[config.mk]
export PLATFORM = sky130hd
export DESIGN_NAME = iqc_corrector
export DESIGN_NICKNAME = d
export VERILOG_FILES = /design/src/rtl/iqc_pkg.sv /design/src/rtl/iqc_apply.sv /design/src/rtl/iqc_track.sv /design/src/rtl/iqc_corrector.sv
export SDC_FILE = /design/constraint.sdc
export NUM_CORES = 2
export LEC_CHECK = 0
export ABC_AREA = 1
export BUFFER_PORTS_ARGS = -buffer_cell sky130_fd_sc_hd__buf_2
export CELL_PAD_IN_SITES_DETAIL_PLACEMENT = 1
export CELL_PAD_IN_SITES_GLOBAL_PLACEMENT = 2
export CORE_MARGIN = 4
export CORE_UTILIZATION = 41
export DETAILED_ROUTE_END_ITERATION = 10
export PLACE_DENSITY_LB_ADDON = 0.2
export SLEW_MARGIN = 20
export SYNTH_ARGS = -nofsm -noshare
export SYNTH_HDL_FRONTEND = slang
export SYNTH_HIERARCHICAL = 1
export SYNTH_SLANG_ARGS = --single-unit
[constraint.sdc]
create_clock -name clk -period 26.7 [get_ports clk]
set_input_delay 5.34 -clock clk [delete_from_list [all_inputs] [get_ports clk]]
set_output_delay 5.34 -clock clk [all_outputs]
set_load 0.1 [all_outputs]
[src/rtl/iqc_pkg.sv]
// Package: shared control-word layout and loop indices for the I/Q corrector.
// Assumes a four-bit control word with enables in the low bits.
package iqc_pkg;
    typedef struct packed {
        logic phase_frz;
        logic gain_frz;
        logic phase_en;
        logic gain_en;
    } iqc_ctrl_t;

    localparam int NUM_LOOPS  = 2;
    localparam int LOOP_GAIN  = 0;
    localparam int LOOP_PHASE = 1;
endpackage

[src/rtl/iqc_apply.sv]
// Three-stage correction datapath.
// Stage 1 registers the sample and forms p*I. Stage 2 removes the rounded
// cross term from Q. Stage 3 scales the result by (1 + dg).
// I is only delayed. Assumes the coefficients are Q1.15 with CW-1
// fractional bits and that the caller holds them steady while it needs
// exact results.
module iqc_apply #(
    parameter int W  = 16,
    parameter int CW = 16
) (
    input  logic                clk,
    input  logic                rst_n,
    input  logic                in_valid,
    input  logic signed [W-1:0] in_i,
    input  logic signed [W-1:0] in_q,
    input  logic signed [CW-1:0] p_app,
    input  logic signed [CW-1:0] g_app,
    output logic                out_valid,
    output logic signed [W-1:0] out_i,
    output logic signed [W-1:0] out_q
);
    localparam int FR = CW - 1;
    localparam int PW = W + CW;
    localparam int SW = PW + 1;
    localparam logic signed [PW-1:0] HALF = {{(PW-FR){1'b0}}, 1'b1, {(FR-1){1'b0}}};
    localparam logic signed [W-1:0]  WMAX = {1'b0, {(W-1){1'b1}}};
    localparam logic signed [W-1:0]  WMIN = {1'b1, {(W-1){1'b0}}};
    localparam logic signed [SW-1:0] XMAX = SW'(WMAX);
    localparam logic signed [SW-1:0] XMIN = SW'(WMIN);

    // Round a Q1.15 product back to sample scale.
    function automatic logic signed [PW-1:0] rnd(input logic signed [PW-1:0] x);
        return (x + HALF) >>> FR;
    endfunction

    // Clamp a widened sum into the sample range.
    function automatic logic signed [W-1:0] sat_w(input logic signed [SW-1:0] x);
        if (x > XMAX)      return WMAX;
        else if (x < XMIN) return WMIN;
        else               return x[W-1:0];
    endfunction

    logic                v1, v2;
    logic signed [W-1:0] i1, q1, i2, t2;
    logic signed [PW-1:0] pi1;
    logic signed [PW-1:0] gt2;
    logic signed [SW-1:0] diff2, sum3;

    // Cross-term subtraction and gain-product width fitting.
    always_comb begin
        diff2 = SW'(q1) - SW'(rnd(pi1));
        gt2   = g_app * t2;
        sum3  = SW'(t2) + SW'(rnd(gt2));
    end

    // Pipeline registers for all three stages.
    always_ff @(posedge clk) begin
        if (!rst_n) begin
            v1 <= 1'b0; i1 <= '0; q1 <= '0; pi1 <= '0;
            v2 <= 1'b0; i2 <= '0; t2 <= '0;
            out_valid <= 1'b0; out_i <= '0; out_q <= '0;
        end else begin
            v1  <= in_valid;
            i1  <= in_i;
            q1  <= in_q;
            pi1 <= p_app * in_i;
            v2  <= v1;
            i2  <= i1;
            t2  <= sat_w(diff2);
            out_valid <= v2;
            out_i     <= i2;
            out_q     <= sat_w(sum3);
        end
    end
endmodule

[src/rtl/iqc_track.sv]
// One sign-driven adaptation loop.
// A leaky accumulator keeps 2^MSH times the running mean of the error.
// The coefficient, carried with FRAC extra fraction bits, moves one step
// of 2^-k LSB toward the sign of that mean and is clamped to [CMIN, CMAX].
// Assumes a positive mean calls for a larger coefficient.
module iqc_track #(
    parameter int EW   = 32,
    parameter int CW   = 16,
    parameter int FRAC = 15,
    parameter int SHW  = 4,
    parameter int MSH  = 8,
    parameter int CMIN = -1023,
    parameter int CMAX = 1023
) (
    input  logic                 clk,
    input  logic                 rst_n,
    input  logic                 upd_valid,
    input  logic signed [EW-1:0] err,
    input  logic                 en,
    input  logic                 frz,
    input  logic                 clr,
    input  logic [SHW-1:0]       k,
    output logic signed [CW-1:0] coef
);
    localparam int AW = EW + MSH + 1;
    localparam int FW = CW + FRAC;
    localparam logic signed [FW+1:0] LO = (FW+2)'(CMIN) <<< FRAC;
    localparam logic signed [FW+1:0] HI = (FW+2)'(CMAX) <<< FRAC;

    logic signed [AW-1:0] acc;
    logic signed [FW-1:0] fine, fine_nxt;
    logic [FW:0]          step_u;
    logic signed [FW+1:0] f_ext, s_ext, cand;

    // Next coefficient: signed step toward the mean, then clamp.
    always_comb begin
        step_u = ({{FW{1'b0}}, 1'b1} << FRAC) >> k;
        f_ext  = (FW+2)'(fine);
        s_ext  = $signed({1'b0, step_u});
        if (acc > 0)      cand = f_ext + s_ext;
        else if (acc < 0) cand = f_ext - s_ext;
        else              cand = f_ext;
        if (cand < LO)      fine_nxt = LO[FW-1:0];
        else if (cand > HI) fine_nxt = HI[FW-1:0];
        else                fine_nxt = cand[FW-1:0];
    end

    // Accumulator and coefficient state; clear wins, freeze holds.
    always_ff @(posedge clk) begin
        if (!rst_n || clr) begin
            acc  <= '0;
            fine <= '0;
        end else if (en && !frz && upd_valid) begin
            acc  <= acc - (acc >>> MSH) + AW'(err);
            fine <= fine_nxt;
        end
    end

    assign coef = fine[FW-1:FRAC];

    // the applied term stays inside its correction range.
    a_r5_r6_coef_range: assert property (@(posedge clk) disable iff (!rst_n)
        (coef >= CMIN) && (coef <= CMAX));

    // a frozen, enabled loop keeps its estimate.
    a_r8_freeze_hold: assert property (@(posedge clk) disable iff (!rst_n)
        (en && frz && !clr) |=> $stable(fine));

    // with both loops disabled the state is wiped.
    a_r9_clear_zero: assert property (@(posedge clk) disable iff (!rst_n)
        clr |=> (fine == '0) && (acc == '0));
endmodule

[src/rtl/iqc_corrector.sv]
// Top of the adaptive I/Q imbalance corrector.
// It decodes the control word, forms the blind error terms from the
// corrected output, runs one tracking loop per error (gain, phase) and
// applies the enabled terms in the three-stage datapath.
// Assumes the ctrl bit layout given in iqc_pkg.
module iqc_corrector #(
    parameter int W         = 16,
    parameter int CW        = 16,
    parameter int FRAC      = 15,
    parameter int SHW       = 4,
    parameter int MSH       = 8,
    parameter int GAIN_MIN  = -3899,
    parameter int GAIN_MAX  = 3998,
    parameter int PHASE_MIN = -1023,
    parameter int PHASE_MAX = 1023
) (
    input  logic                 clk,
    input  logic                 rst_n,
    input  logic                 in_valid,
    input  logic signed [W-1:0]  in_i,
    input  logic signed [W-1:0]  in_q,
    input  logic [3:0]           ctrl,
    input  logic [SHW-1:0]       mu_shift,
    output logic                 out_valid,
    output logic signed [W-1:0]  out_i,
    output logic signed [W-1:0]  out_q
);
    import iqc_pkg::*;

    localparam int EW = 2 * W;

    iqc_ctrl_t            cw;
    logic                 clr;
    logic signed [W:0]    abs_i, abs_q;
    logic signed [EW-1:0] err_arr [NUM_LOOPS];
    logic                 en_arr  [NUM_LOOPS];
    logic                 frz_arr [NUM_LOOPS];
    logic signed [CW-1:0] coef_arr[NUM_LOOPS];
    logic signed [CW-1:0] p_app, g_app;

    // Decode control and build the blind error terms from the output.
    always_comb begin
        cw    = iqc_ctrl_t'(ctrl);
        clr   = !(cw.gain_en || cw.phase_en);
        abs_i = out_i[W-1] ? -(W+1)'(out_i) : (W+1)'(out_i);
        abs_q = out_q[W-1] ? -(W+1)'(out_q) : (W+1)'(out_q);
        err_arr[LOOP_GAIN]  = EW'(abs_i - abs_q);
        err_arr[LOOP_PHASE] = out_i * out_q;
        en_arr[LOOP_GAIN]   = cw.gain_en;
        en_arr[LOOP_PHASE]  = cw.phase_en;
        frz_arr[LOOP_GAIN]  = cw.gain_frz;
        frz_arr[LOOP_PHASE] = cw.phase_frz;
        g_app = cw.gain_en  ? coef_arr[LOOP_GAIN]  : '0;
        p_app = cw.phase_en ? coef_arr[LOOP_PHASE] : '0;
    end

    for (genvar g = 0; g < NUM_LOOPS; g++) begin : g_loop
        localparam int LMIN = (g == LOOP_GAIN) ? GAIN_MIN : PHASE_MIN;
        localparam int LMAX = (g == LOOP_GAIN) ? GAIN_MAX : PHASE_MAX;
        iqc_track #(
            .EW(EW), .CW(CW), .FRAC(FRAC), .SHW(SHW), .MSH(MSH),
            .CMIN(LMIN), .CMAX(LMAX)
        ) u_trk (
            .clk(clk), .rst_n(rst_n), .upd_valid(out_valid),
            .err(err_arr[g]), .en(en_arr[g]), .frz(frz_arr[g]),
            .clr(clr), .k(mu_shift), .coef(coef_arr[g])
        );
    end

    iqc_apply #(.W(W), .CW(CW)) u_apply (
        .clk(clk), .rst_n(rst_n), .in_valid(in_valid),
        .in_i(in_i), .in_q(in_q), .p_app(p_app), .g_app(g_app),
        .out_valid(out_valid), .out_i(out_i), .out_q(out_q)
    );

    logic [1:0] age;
    logic [1:0] off_cnt;

    // Cycles since reset and cycles with both loops off, both saturating at 3.
    always_ff @(posedge clk) begin
        if (!rst_n) begin
            age     <= '0;
            off_cnt <= '0;
        end else begin
            if (age != 2'd3) age <= age + 2'd1;
            if (clr) off_cnt <= (off_cnt == 2'd3) ? off_cnt : off_cnt + 2'd1;
            else     off_cnt <= '0;
        end
    end

    // the output strobe is the input strobe three cycles late.
    a_r2_valid_latency: assert property (@(posedge clk) disable iff (!rst_n)
        (age == 2'd3) |-> (out_valid == $past(in_valid, 3)));

    // with both loops off for the whole flight, data is unchanged.
    a_r3_passthrough: assert property (@(posedge clk) disable iff (!rst_n)
        (off_cnt == 2'd3 && out_valid) |->
        (out_i == $past(in_i, 3)) && (out_q == $past(in_q, 3)));
endmodule

-- After elaboration in Yosys (flattened, before gate mapping)
Index checks and enable logic that the tools add are counted.
- word-level logic and storage cells: 76
- input port bits: 43
- register bits: 275
- multiplexer cells: 16
- bitwise gates (word level): 1
- reduce and logical (&&, ||, !) cells: 12
- $add $sub $neg: 15
- shifts and indexed selects: 1
- multipliers: 3
- $lt $le $gt $ge: 12
- operator list (kind ; number):
    33-bit 2-to-1 mux ; 4
    31-bit 2-to-1 mux ; 4
    16-bit by 16-bit multiplier with 32-bit output ; 3
    41-bit by 1-bit greater-than comparator with 1-bit output (second input constant) ; 2
    41-bit by 1-bit less-than comparator with 1-bit output (second input constant) ; 2
    41-bit by 33-bit subtractor with 41-bit output ; 2
    31-bit by 33-bit adder with 33-bit output ; 2
    33-bit by 16-bit greater-than comparator with 1-bit output (second input constant) ; 2
    33-bit by 16-bit less-than comparator with 1-bit output (second input constant) ; 2
    31-bit by 33-bit subtractor with 33-bit output ; 2
    32-bit by 16-bit adder with 32-bit output (second input constant) ; 2
    16-bit 2-to-1 mux ; 4
    41-bit by 18-bit adder with 41-bit output ; 1
    41-bit by 32-bit adder with 41-bit output ; 1
    17-bit 2-to-1 mux ; 2
    16-bit negation with 17-bit output ; 2
    33-bit by 26-bit greater-than comparator with 1-bit output (second input constant) ; 1
    33-bit by 28-bit greater-than comparator with 1-bit output (second input constant) ; 1
    33-bit by 26-bit less-than comparator with 1-bit output (second input constant) ; 1
    33-bit by 28-bit less-than comparator with 1-bit output (second input constant) ; 1
    16-bit by 4-bit right shift with 32-bit output (first input constant) ; 1
    15-bit 2-to-1 mux ; 2
    16-bit by 17-bit adder with 18-bit output ; 1
    16-bit by 17-bit subtractor with 18-bit output ; 1
    other kinds (6) ; 14

-- Longest topological paths before layout
- word-level depth: 7
- mapped depth: 44
- mapped depth without buffers: 40

-- Hierarchy
Netlist, hierarchy kept.
- modules (own cells, without submodules) (module ; area each (um^2) ; seq. area each (um^2) ; cells an instance ; times used):
    iqc_apply ; 26720.6 ; 2342.2 ; 3574 ; 1
    iqc_corrector ; 12781.0 ; 0.0 ; 1828 ; 1
    iqc_track (g_loop[0].u_trk) ; 10674.0 ; 1441.4 ; 1854 ; 1
    iqc_track (g_loop[1].u_trk) ; 10646.5 ; 1441.4 ; 1853 ; 1

-- Worst setup path after synthesis
Ideal clock, no wire load.
- path type: input port to flip-flop
- from: input ctrl[0]
- to: register u_apply.out_q[4]
- cell stages on the path: 39
- arrival time: 12.352 ns
- setup time: 0.114 ns
- data required time: 26.586 ns
- setup slack: 14.234 ns
- path through: clkbuf_1 > clkbuf_1 > nand2_1 > inv_1 > clkbuf_1 > clkbuf_1 > nand2_1 > fa_1 > fa_1 > fa_1 > inv_1 > fa_1 > fa_1 > inv_1 > fa_1 > inv_1 > ha_1 > nand2_1 > [... 3 more ...] > inv_1 > nand2_1 > xor2_1 > ha_1 > inv_1 > fa_1 > nand3b_1 > nand2_1 > nand2_1 > nand2_2 > nand2_2 > nand2_1 > nand2_1 > nand2_1 > nand2_1 > nand3_2 > buf_4 > nand2_1
- longest elaborated chain between the ends: 7
- ends and longest elaborated chain (item ; line ; source):
    from (decl) ; iqc_corrector.sv:22 ; input logic [3:0] ctrl,
    16-bit 2-to-1 mux * ; iqc_corrector.sv:53 ; g_app = cw.gain_en ? coef_arr[LOOP_GAIN] : '0;
    via g_app[10] ; iqc_corrector.sv:39 ; logic signed [CW-1:0] p_app, g_app;
    16-bit by 16-bit multiplier with 32-bit output * ; iqc_apply.sv:52 ; gt2 = g_app * t2;
    32-bit by 16-bit adder with 32-bit output * ; iqc_apply.sv:33 ; return (x + HALF) >>> FR;
    16-bit by 17-bit adder with 18-bit output * ; iqc_apply.sv:53 ; sum3 = SW'(t2) + SW'(rnd(gt2));
    33-bit by 16-bit less-than comparator with 1-bit output ; iqc_apply.sv:39 ; else if (x < XMIN) return WMIN;
    16-bit 2-to-1 mux ; iqc_apply.sv:39 ;
    15-bit 2-to-1 mux * ; iqc_apply.sv:38 ; if (x > XMAX) return WMAX;
    to (signal assigned) ; iqc_apply.sv:72 ; out_q <= sat_w(sum3);
    to (decl) ; iqc_apply.sv:20 ; output logic signed [W-1:0] out_q
The timed path passes the listed nets; every way through them passes the cells marked *.
A chain may end at the register's enable or synchronous reset.

-- Worst setup path after layout
Ends and elaborated chain as after synthesis.

==> results.json <==
{
  "grt_pass1_vias": 58908,
  "leakage_nw": 37.8,
  "cp.arrival_ns": 13.56,
  "cp_max_fo": 18,
  "cts_setup_buffers": 0,
  "holdWs_ns": 0.406,
  "start_util_pct": 41.2,
  "critical_path_class": "primary input to flip-flop",
  "vias": 54698,
  "syn_nets": 10475,
  "clkPwrFrac_pct": 12.4,
  "max_freq_ghz": 0.0766,
  "root_buffer": "clkbuf_16",
  "antenna_found_initial": 2,
  "std_cell_rows": 141,
  "fin_crit_sh_pct": 48.9,
  "ys_types": 60,
  "slowest_stage": "fa_1",
  "ctsResizeCount": 0,
  "wl_mm": 202,
  "switching_share_pct": 58.2,
  "rsz0062_at_grt": "false",
  "die_h_um": 393,
  "final.min_clock_period_ns": 13.06,
  "synth_cells": 9109,
  "ant_nets": 0,
  "avgSynthCellArea_um2": 6.68,
  "drive_gt1_share_pct": 4.30,
  "synth_enable_flop_cells": 0,
  "critPathLaunchType": "primary input",
  "track_usage_pct": 26.3,
  "place_ws_ns": 13.08,
  "worst_pin_slew_ns": 1.20,
  "multiInputGateArea_um2": 44800,
  "fillCellCount": 19462,
  "grt_overflow": 0,
  "slew_headroom_pct": 20.0,
  "power_density_nw_per_um2": 70.5,
  "synth_area_um2": 60800,
  "end_kind": "flip-flop",
  "htreeDepth": 2,
  "ios": 76,
  "core-area_um2": 147000,
  "setup_viol": 0,
  "fin_nets": 10335,
  "setup_tns_ns": 0,
  "final_common_cell": "inv_1",
  "die_area_um2": 155000,
  "finalClockSkew_ns": 0.0499,
  "seqCellArea_um2": 5230,
  "slew_violations": 0,
  "final_cell_mix": "inv_1 (2451), nand2_1 (2283), fa_1 (872)",
  "critPathRequiredTime_ns": 27.20,
  "power.internal_mw": 1.88,
  "dp_hpwl_mm": 169,
  "cpMostUsedCell": "nand2_1",
  "via_per_inst": 5.00,
  "die_w_um": 393,
  "wl_per_cell_um": 18.5,
  "hold_viol": 0,
  "place_congestion": 0.908,
  "seq_area_frac_synth_pct": 8.59,
  "p_sw_mw": 2.62,
  "grt_max_degree": 86,
  "power_mw": 4.50,
  "drv_cap": 0,
  "hp-class": "flip-flop to flip-flop",
  "cts_sinks": 261,
  "ys_warn_count": 6,
  "ys_ff_latch": 261,
  "insertion_delay_ns": 0.62,
  "synth-main-ff-cell": "dfxtp_1",
  "ctsHoldBuffers": 0,
  "irDropWorstVdd_mv": 0.0868,
  "grt_pass1_wl_mm": 323,
  "clk_path_buf_depth": 3,
  "combinationalPowerShare_pct": 77.1,
  "cts_buffers": 38,
  "drt-initial-drc-count": 2396,
  "async_flop_share_pct": 0,
  "clkSlewWorstSetupHoldPaths_ns": 0.06,
  "max_stage_delay_ns": 0.54,
  "tritoncts": "built",
  "first_pass_iters": 5,
  "finalWorstSetupSlack_ns": 13.64,
  "outcome": "completed",
  "area_growth_pct": 5.03,
  "drc": 0,
  "port_buffers": 75,
  "seqPwrFrac_pct": 10.5
}
## cell families after synthesis
family                   after synthesis  synth area share (%)
XOR/XNOR                             205                  2.95
flip-flops                           261                  8.59
AO/OA/AOI/OAI                        843                  7.60
other                                  2                0.0123
AND/OR/NAND/NOR                     3673                  25.0
adder cells (fa/ha/maj)             1323                  38.0
buffers and inverters               2802                  17.8
## sequential cells by signal, indices dropped and copies added, names as in the netlist
register           flops
g_loop.u_trk/acc      82
u_apply/t2            16
u_apply/pi1           18
u_apply/v1             1
u_apply/v2             1
g_loop.u_trk/fine     62
u_apply/q1            16
u_apply/i2            16
u_apply/out_q         16
u_apply/out_valid      1
u_apply/i1            16
u_apply/out_i         16
## through the flow
step	std cells	cell area, um^2	utilization (%)
finish	10930	63900	43.3
global route	10929	63900	43.3
CTS	10928	63900	43.3
detailed placement	10859	62500	42.4
global placement	10859	62500	42.4
floorplan	9109	60800	-
## power by group through the flow
| stage | combinational, mW | clock (mW) | sequential, mW |
|---|---|---|---|
| 3_5_place_dp | 3.45 | 0 | 0.483 |
| 6_report | 3.47 | 0.559 | 0.474 |
| 4_1_cts | 3.48 | 0.582 | 0.474 |
| 3_3_place_gp | 3.41 | 0 | 0.482 |
| 2_1_floorplan | 2.42 | 0 | 0.518 |
| 5_1_grt | 3.90 | 0.592 | 0.477 |
## layer usage
metal	up-vias	share of wire (%)	global-route usage (%)	wire length, um
met5	-	0	0	0
met4	0	2.2	5.71	4490
met3	222	2.6	1.62	5160
met2	722	50	47.4	100000
met1	27299	46	34.7	92100
li1	26455	-	-	-
## worst paths after layout
check,start,endpoint,slack (ns),cells after the start
worst max-delay path,ctrl[0],u_apply/out_q[4],13.64,35
worst min-delay path,u_apply/i1[14],u_apply/i2[14],0.41,2
worst max register to register,u_apply/out_q[15],g_loop[1].u_trk/acc[40],17.01,32
worst min register to register,u_apply/i1[14],u_apply/i2[14],0.41,2
## synth_stat cells (all sizes together) (4+ instances only)
cell type,n,area (um^2)
a21boi,15,113
a21o,18,135
a21oi,434,2220
a31oi,35,219
and2,5,31.3
and3,5,31.3
buf,117,768
clkbuf,187,704
clkinv,7,26.3
dfxtp,261,5230
fa,872,17500
ha,451,5640
inv,2491,9350
nand2,2332,8890
nand3,414,2200
nand3b,15,113
nand4,61,388
nor2,707,2770
nor3,81,467
nor4,27,169
o2111ai,4,35.0
o211ai,23,173
o21a,18,135
o21ai,257,1300
o21bai,28,210
or2,25,156
xnor2,69,604
xor2,136,1190
## critical path, delay by kind of cell
| family | cells | cell delay (ns) |
|---|---|---|
| adders and majority gates | 8 | 3.71 |
| buffers and inverters | 8 | 1.79 |
| and+or+nand+nor | 14 | 1.75 |
| AOI/OAI and AO/OA | 4 | 0.76 |
| xor gates and xnor gates | 1 | 0.14 |
## cell type report
class	count	area share, %
Timing Repair Buffer	124	1.17
Clock buffer	50	1.70
Sequential cell	261	8.18
Antenna cell	2	0.00783
Inverter	2498	14.7
Tap cell	1930	3.78
Multi-Input combinational cell	6046	70.1
Clock inverter	19	0.415
Power figures use the tool's default switching activity.
